==> src/rtl/aligned_clk_divider_pkg.sv <==
package aligned_clk_divider_pkg;

    // Captured state of the run request.
    typedef enum logic {
        DIV_HOLD = 1'b0,
        DIV_RUN  = 1'b1
    } run_e;

    localparam int DEFAULT_STAGES = 3;

    // Map the active-low request pin onto the run state.
    function automatic run_e decode_run(input logic req_n);
        return req_n ? DIV_HOLD : DIV_RUN;
    endfunction

endpackage

==> src/rtl/div_run_capture.sv <==
module div_run_capture
    import aligned_clk_divider_pkg::*;
(
    input  logic clk_in,
    input  logic rst,
    input  logic run_n,
    output run_e run_state
);

    // Falling-edge capture: changes land only while the clock is low.
    always_ff @(negedge clk_in) begin
        if (rst) begin
            run_state <= DIV_HOLD;
        end else begin
            run_state <= decode_run(run_n);
        end
    end

endmodule

==> src/rtl/div_state_counter.sv <==
module div_state_counter #(
    parameter int STAGES = 3
) (
    input  logic              clk_in,
    input  logic              rst,
    input  logic              step,
    output logic [STAGES-1:0] state
);

    localparam logic [STAGES-1:0] ONE = STAGES'(1);

    always_ff @(posedge clk_in) begin
        if (rst) begin
            state <= '0;
        end else if (step) begin
            state <= state - ONE;
        end
    end

endmodule

==> src/rtl/div_tap_map.sv <==
module div_tap_map #(
    parameter int STAGES = 3
) (
    input  logic [STAGES-1:0] state,
    output logic [STAGES-1:0] taps
);

    // Bit k of the shared state is the divide-by-2^(k+1) clock.
    for (genvar k = 0; k < STAGES; k++) begin : g_tap
        assign taps[k] = state[k];
    end

endmodule

==> src/rtl/aligned_clk_divider.sv <==
module aligned_clk_divider
    import aligned_clk_divider_pkg::*;
#(
    parameter int STAGES = DEFAULT_STAGES
) (
    input  logic              clk_in,
    input  logic              rst,
    input  logic              run_n,
    output logic [STAGES-1:0] div_out
);

    run_e              run_state;
    logic              run_q;
    logic [STAGES-1:0] state;

    div_run_capture u_capture (
        .clk_in    (clk_in),
        .rst       (rst),
        .run_n     (run_n),
        .run_state (run_state)
    );

    assign run_q = (run_state == DIV_RUN);

    div_state_counter #(.STAGES(STAGES)) u_counter (
        .clk_in (clk_in),
        .rst    (rst),
        .step   (run_q),
        .state  (state)
    );

    div_tap_map #(.STAGES(STAGES)) u_taps (
        .state (state),
        .taps  (div_out)
    );

endmodule

==> config.mk <==
export PLATFORM = sky130hd
export DESIGN_NAME = aligned_clk_divider
export DESIGN_NICKNAME = d
export VERILOG_FILES = /design/src/rtl/aligned_clk_divider_pkg.sv /design/src/rtl/div_run_capture.sv /design/src/rtl/div_state_counter.sv /design/src/rtl/div_tap_map.sv /design/src/rtl/aligned_clk_divider.sv
export SDC_FILE = /design/constraint.sdc
export NUM_CORES = 1
export LEC_CHECK = 0
export ABC_CLOCK_PERIOD_IN_PS = 850
export BUFFER_PORTS_ARGS = -buffer_cell sky130_fd_sc_hd__buf_2
export CORE_AREA = 2 2 39 41
export CTS_CLUSTER_DIAMETER = 120
export DETAILED_ROUTE_END_ITERATION = 8
export DIE_AREA = 0 0 41 43
export PLACE_DENSITY = 0.3
export SYNTH_ARGS = -nofsm -noshare
export SYNTH_HDL_FRONTEND = slang
export SYNTH_SLANG_ARGS = --single-unit
==> constraint.sdc <==
create_clock -name clk_in -period 0.85 [get_ports clk_in]
set_input_delay 0.085 -clock clk_in [delete_from_list [all_inputs] [get_ports clk_in]]
set_output_delay 0.085 -clock clk_in [all_outputs]
set_load 0.1 [all_outputs]
==> impl_metrics.tcl, run 1 <==
set metrics [dict create \
    post-place-ws_ns -0.305 \
    finalSetupTns_ns -1.07 \
    worst_pin_slew_ns 0.157 \
    yosysSeqAreaShare_pct 52.0 \
    crit_family "flip-flops" \
    vias 155 \
    grt_usage_pct 6.02 \
    top_layer_used "met3" \
    holdBufCountCts 0 \
    routed_wl_um 348 \
    cts_root_buf "clkbuf_4" \
    clockBufferDepth 2 \
    slew_viol_final 0 \
    grt_pass1_vias 157 \
    start_kind "flop" \
    syn_to_final_growth_pct 115 \
    numPortBuffers 5 \
    synth_flop_cell "dfxtp_1" \
    avgSynthCellArea_um2 9.62 \
    cts_sinks 4 \
    synth_top_area_share_pct 52.0 \
    synthTopCellsByCount "dfxtp_1, inv_1, nor2_1" \
    multi_input_area_um2 73.8 \
    pwr_density_cell_nw_per_um2 2130 \
    hp-class "input pin to flop" \
    cp.required_ns 1.01 \
    fin_ws_ns -0.346 \
    synth_nets 20 \
    critPathMaxFanout 5 \
    regArea_um2 92.6 \
    cp.arrival_ns 1.36 \
    synthArstFlopShare_pct 0 \
    worstSkewPairLatency_ns 0.28 \
    route.detailed.drc 0 \
    syn_area_um2 154 \
    routed-wl-met2_um 180 \
    overflow 0 \
    cpMaxStageDelayCell "dfxtp_4" \
    peakVddDrop_v 0.000644 \
    layout.nets 34 \
    status "finished, violations left" \
    wl_met1_um 138 \
    timing.hold.ws_ns 0.0576 \
    post_drt_wl_per_cell_um 7.73 \
    post_drt_via_cell_ratio 3.44 \
    hpwlAfterDp_um 277 \
    die_w_um 41 \
    synth_cell_type_count 9 \
    antenna_left 0 \
    antenna_found_initial 0 \
    leakage_nw 0.137 \
    slowest_delay_ns 0.35 \
    grt_pass1_wl_um 627 \
    drive_gt1_share_pct 75.9 \
    finClkSkew_ns 0.0534 \
    ys_ff_latch 4 \
    synth_warnings 0 \
    setup-violations-final 5 \
    met3_length_um 28 \
    dieArea_um2 1760 \
    start_util_pct 11.1 \
    hold_viol_final 0 \
    final_util_pct 24.0 \
    relSlewSlack_pct 89.5 \
    die_h_um 43 \
    maxCapViolCount 0 \
    grt_max_degree 6 \
    synth_edf_count 0 \
    path_cells "a21bo_2 -> a21oi_2" \
    h-tree-depth 1 \
    n_antenna_cell 0 \
    ios 6 \
    violations "setup timing" \
    rsz0062_at_grt "true" \
    cp-end-kind "flop" \
    core-area_um2 1380 \
    critical_path_class "flop to flop" \
    rrSetupSlack_ns -0.35 \
    numCtsBuffers 3 \
    rows 14 \
    synth_area_leaders "dfxtp_1, ha_1, inv_1" \
    cts_tree "yes" \
    yosysMostFrequentCell "dfxtp_1" \
    drtIter0Drc 1 \
    layout.filler_cells 159 \
    synth_top_area_cell "dfxtp_1" \
    crit_buf_inv 0 \
    netlist_instances 16 \
    drtPass1Iterations 3 \
    cts.clk_slew.worst_paths_ns 0.04 \
    gp_congestion 0.590 \
]
-- path summary, 6_finish.rpt --
path / from / endpoint / cells after the start
worst max-delay path: u_capture.run_state / u_counter.state[2] / 2
worst min-delay path: rst / u_counter.state[2] / 2
worst max register to register: u_capture.run_state / u_counter.state[2] / 2
worst min register to register: u_counter.state[2] / u_counter.state[2] / 2
-- cells by family after synthesis --
logic type / share of synthesized area (%)
xor+xnor: 5.69
fa+ha+maj: 8.13
compound gates: 14.6
flops: 52.0
buf+inv: 7.32
simple gates: 12.2
-- metal layers --
layer  global-route usage (%)  vias up
li1                         -       77
met1                     6.41       72
met2                     7.81        6
met3                     1.57        0
met4                     8.00        0
met5                        0        -
-- metrics by stage --
stage	total power [mW]	cells	area (µm²)
after floorplan	0.354	16	171
after global placement	0.434	39	277
after detailed placement	0.435	39	277
after CTS	0.727	45	332
after global routing	0.749	45	332
final	0.707	45	332
-- placed cells by master (no fill, tap or decap) --
master    instances
buf_6             2
dfxtp_4           3
nor2_1            3
buf_4             2
a21bo_2           1
a21oi_2           1
buf_2             2
buf_12            3
dfxtp_2           1
xnor2_1           1
ha_2              1
inv_1             1
clkbuf_4          3
clkbuf_1          1
a211oi_2          1
inv_2             2
nand3b_1          1
-- repair_timing --
item | in CTS | in global routing
buffers inserted | 2 | 0
resized for setup | 4 | 0
endpoints found under the setup margin | 6 | 6
pin swaps | 1 | 0
-- final cells by class --
class,count,area share [%]
timing repair buffer,9,32.5
sequential,4,27.9
multi-input combinational,9,22.3
clock buffer,4,7.92
tap,16,6.04
inverter,2,2.26
clock inverter,1,1.13
-- state kept, by name, indices dropped and copies added (netlist names) --
| register | count |
|---|---|
| u_counter.state | 3 |
| u_capture.run_state | 1 |
-- power breakdown --
group	leakage, nW	total (mW)	switching, mW	internal [mW]
Combinational	0.0810	0.215	0.121	0.0938
Sequential	0.0354	0.217	0.0146	0.202
Clock	0.0203	0.274	0.0915	0.183
Total	0.137	0.707	0.228	0.479
Power figures use the tool's default switching activity.
==> inputs of run 2 (changes only) <==
--- a/config.mk
+++ b/config.mk
@@ -7,11 +7,13 @@
 export LEC_CHECK = 0
 export ABC_CLOCK_PERIOD_IN_PS = 850
 export BUFFER_PORTS_ARGS = -buffer_cell sky130_fd_sc_hd__buf_2
+export CELL_PAD_IN_SITES_DETAIL_PLACEMENT = 0
+export CELL_PAD_IN_SITES_GLOBAL_PLACEMENT = 2
 export CORE_AREA = 2 2 39 41
 export CTS_CLUSTER_DIAMETER = 120
 export DETAILED_ROUTE_END_ITERATION = 8
 export DIE_AREA = 0 0 41 43
-export PLACE_DENSITY = 0.3
+export PLACE_DENSITY = 0.41
 export SYNTH_ARGS = -nofsm -noshare
 export SYNTH_HDL_FRONTEND = slang
 export SYNTH_SLANG_ARGS = --single-unit
==> impl_metrics.tcl, run 2 (synthesized netlist as in run 1, its figures left out) <==
set metrics [dict create \
    core-area_um2 1380 \
    layout.nets 33 \
    post_drt_wl_per_cell_um 7.57 \
    grt_usage_pct 5.73 \
    hp-class "input pin to flop" \
    rrSetupSlack_ns -0.34 \
    drtIter0Drc 0 \
    cts_sinks 4 \
    drive_gt1_share_pct 75.0 \
    leakage_nw 0.131 \
    finClkSkew_ns 0.0542 \
    worstSkewPairLatency_ns 0.28 \
    r2r-end "u_counter.state[2]" \
    dieArea_um2 1760 \
    cts_tree "yes" \
    die_h_um 43 \
    worst_pin_slew_ns 0.123 \
    route.detailed.drc 0 \
    die_w_um 41 \
    vias 140 \
    n_antenna_cell 0 \
    fin_ws_ns -0.340 \
    hold_viol_final 0 \
    slew_viol_final 0 \
    layout.filler_cells 152 \
    finalPower_uw 697 \
    rows 14 \
    start_kind "flop" \
    numCtsBuffers 3 \
    hpwlAfterDp_um 263 \
    r2r-start "u_capture.run_state" \
    min_from "rst" \
    syn_to_final_growth_pct 111 \
    gp_congestion 0.555 \
    antenna_found_initial 0 \
    cp.arrival_ns 1.35 \
    cts.clk_slew.worst_paths_ns 0.04 \
    final_cell_mix "nor2_1, clkbuf_4, buf_12, dfxtp_4" \
    antenna_left 0 \
    start_util_pct 11.1 \
    hold_path_end "u_counter.state[1]" \
    grt_max_degree 6 \
    cts_root_buf "clkbuf_4" \
    post_drt_via_cell_ratio 3.18 \
    maxCapViolCount 0 \
    clockBufferDepth 2 \
    largest_reg_flops 3 \
    peakVddDrop_v 0.000634 \
    setup-violations-final 5 \
    critical_path_class "flop to flop" \
    numPortBuffers 5 \
    overflow 0 \
    rsz0062_at_grt "true" \
    status "finished, violations left" \
    pwr_density_cell_nw_per_um2 2150 \
    worstHoldPathCells 3 \
    routed_wl_um 333 \
    placed_cells 40 \
    h-tree-depth 1 \
    largest_register "u_counter.state" \
    biggestRegsByFlops "u_counter.state: 3 flops, u_capture.run_state: 1 flops" \
    grt_pass1_wl_um 593 \
    cp-end-kind "flop" \
    cp.required_ns 1.01 \
    relSlewSlack_pct 91.7 \
    violations "setup timing" \
    drtPass1Iterations 1 \
    final_cells 44 \
    reg2reg_depth 2 \
    grt_pass1_vias 171 \
    ios 6 \
    critPathMaxFanout 5 \
]
[run 2: cell types whose count changed in the layout (fill, tap and decap cells not counted), sizes merged]
cell / delta
buf: -1
[run 2: layout make-up]
type	count	area, µm²	share of cell area, %
clock buffers	4	26.3	8.11
flip-flops and latches	4	92.6	28.6
inverters	2	7.51	2.32
repair buffers	8	100	30.9
multi-input cells	9	73.8	22.8
clock inverters	1	3.75	1.16
well taps	16	20.0	6.18
[run 2: per-layer routing]
metal | track usage [%] | routed length [µm]
met1 | 4.19 | 104
met2 | 9.06 | 216
met3 | 1.57 | 11
met4 | 8.00 | 0
met5 | 0 | 0
[run 2: how the worst max path moves through the flow]
stage,slack [ns],endpoint,startpoint,depth (start not counted)
after detailed placement,-0.28,u_counter.state[2],u_capture.run_state,2
final,-0.34,u_counter.state[2],u_capture.run_state,2
after CTS,-0.34,u_counter.state[2],u_capture.run_state,2
after global placement,-0.27,u_counter.state[2],u_capture.run_state,2
after global routing,-0.38,u_counter.state[2],u_capture.run_state,2
after floorplan,-0.27,u_counter.state[2],u_counter.state[0],4
[run 2: worst max-delay path, stage by stage (launching register included)]
cell,delay (ns)
dfxtp_4,0.35
a21bo_2,0.19
a21oi_2,0.10
[run 2: report_power, final]
group | total (mW) | internal [mW] | switching, mW
combinational | 0.208 | 0.0885 | 0.119
sequential | 0.217 | 0.202 | 0.0145
clock | 0.272 | 0.183 | 0.0891
total | 0.697 | 0.474 | 0.223
[run 2: repair_timing]
action / 4_1_cts / 5_1_grt
cloned: 0 / 0
setup buffers: 0 / 0
endpoints found under the setup margin: 6 / 6
gates resized for setup: 2 / 2
hold buffers: 0 / 0
[run 2: stage by stage]
step                      setup TNS [ns]  util (%)  hold WS [ns]  area [µm²]  setup WS [ns]
after CTS                          -1.12      23.0         0.111         318         -0.338
after floorplan                   -0.736         -         0.140         171         -0.273
after detailed placement          -0.764      20.5         0.364         284         -0.279
after global placement            -0.748      20.5         0.355         284         -0.270
final                              -1.07      23.4         0.124         324         -0.340
after global routing               -1.29      23.4         0.134         324         -0.385
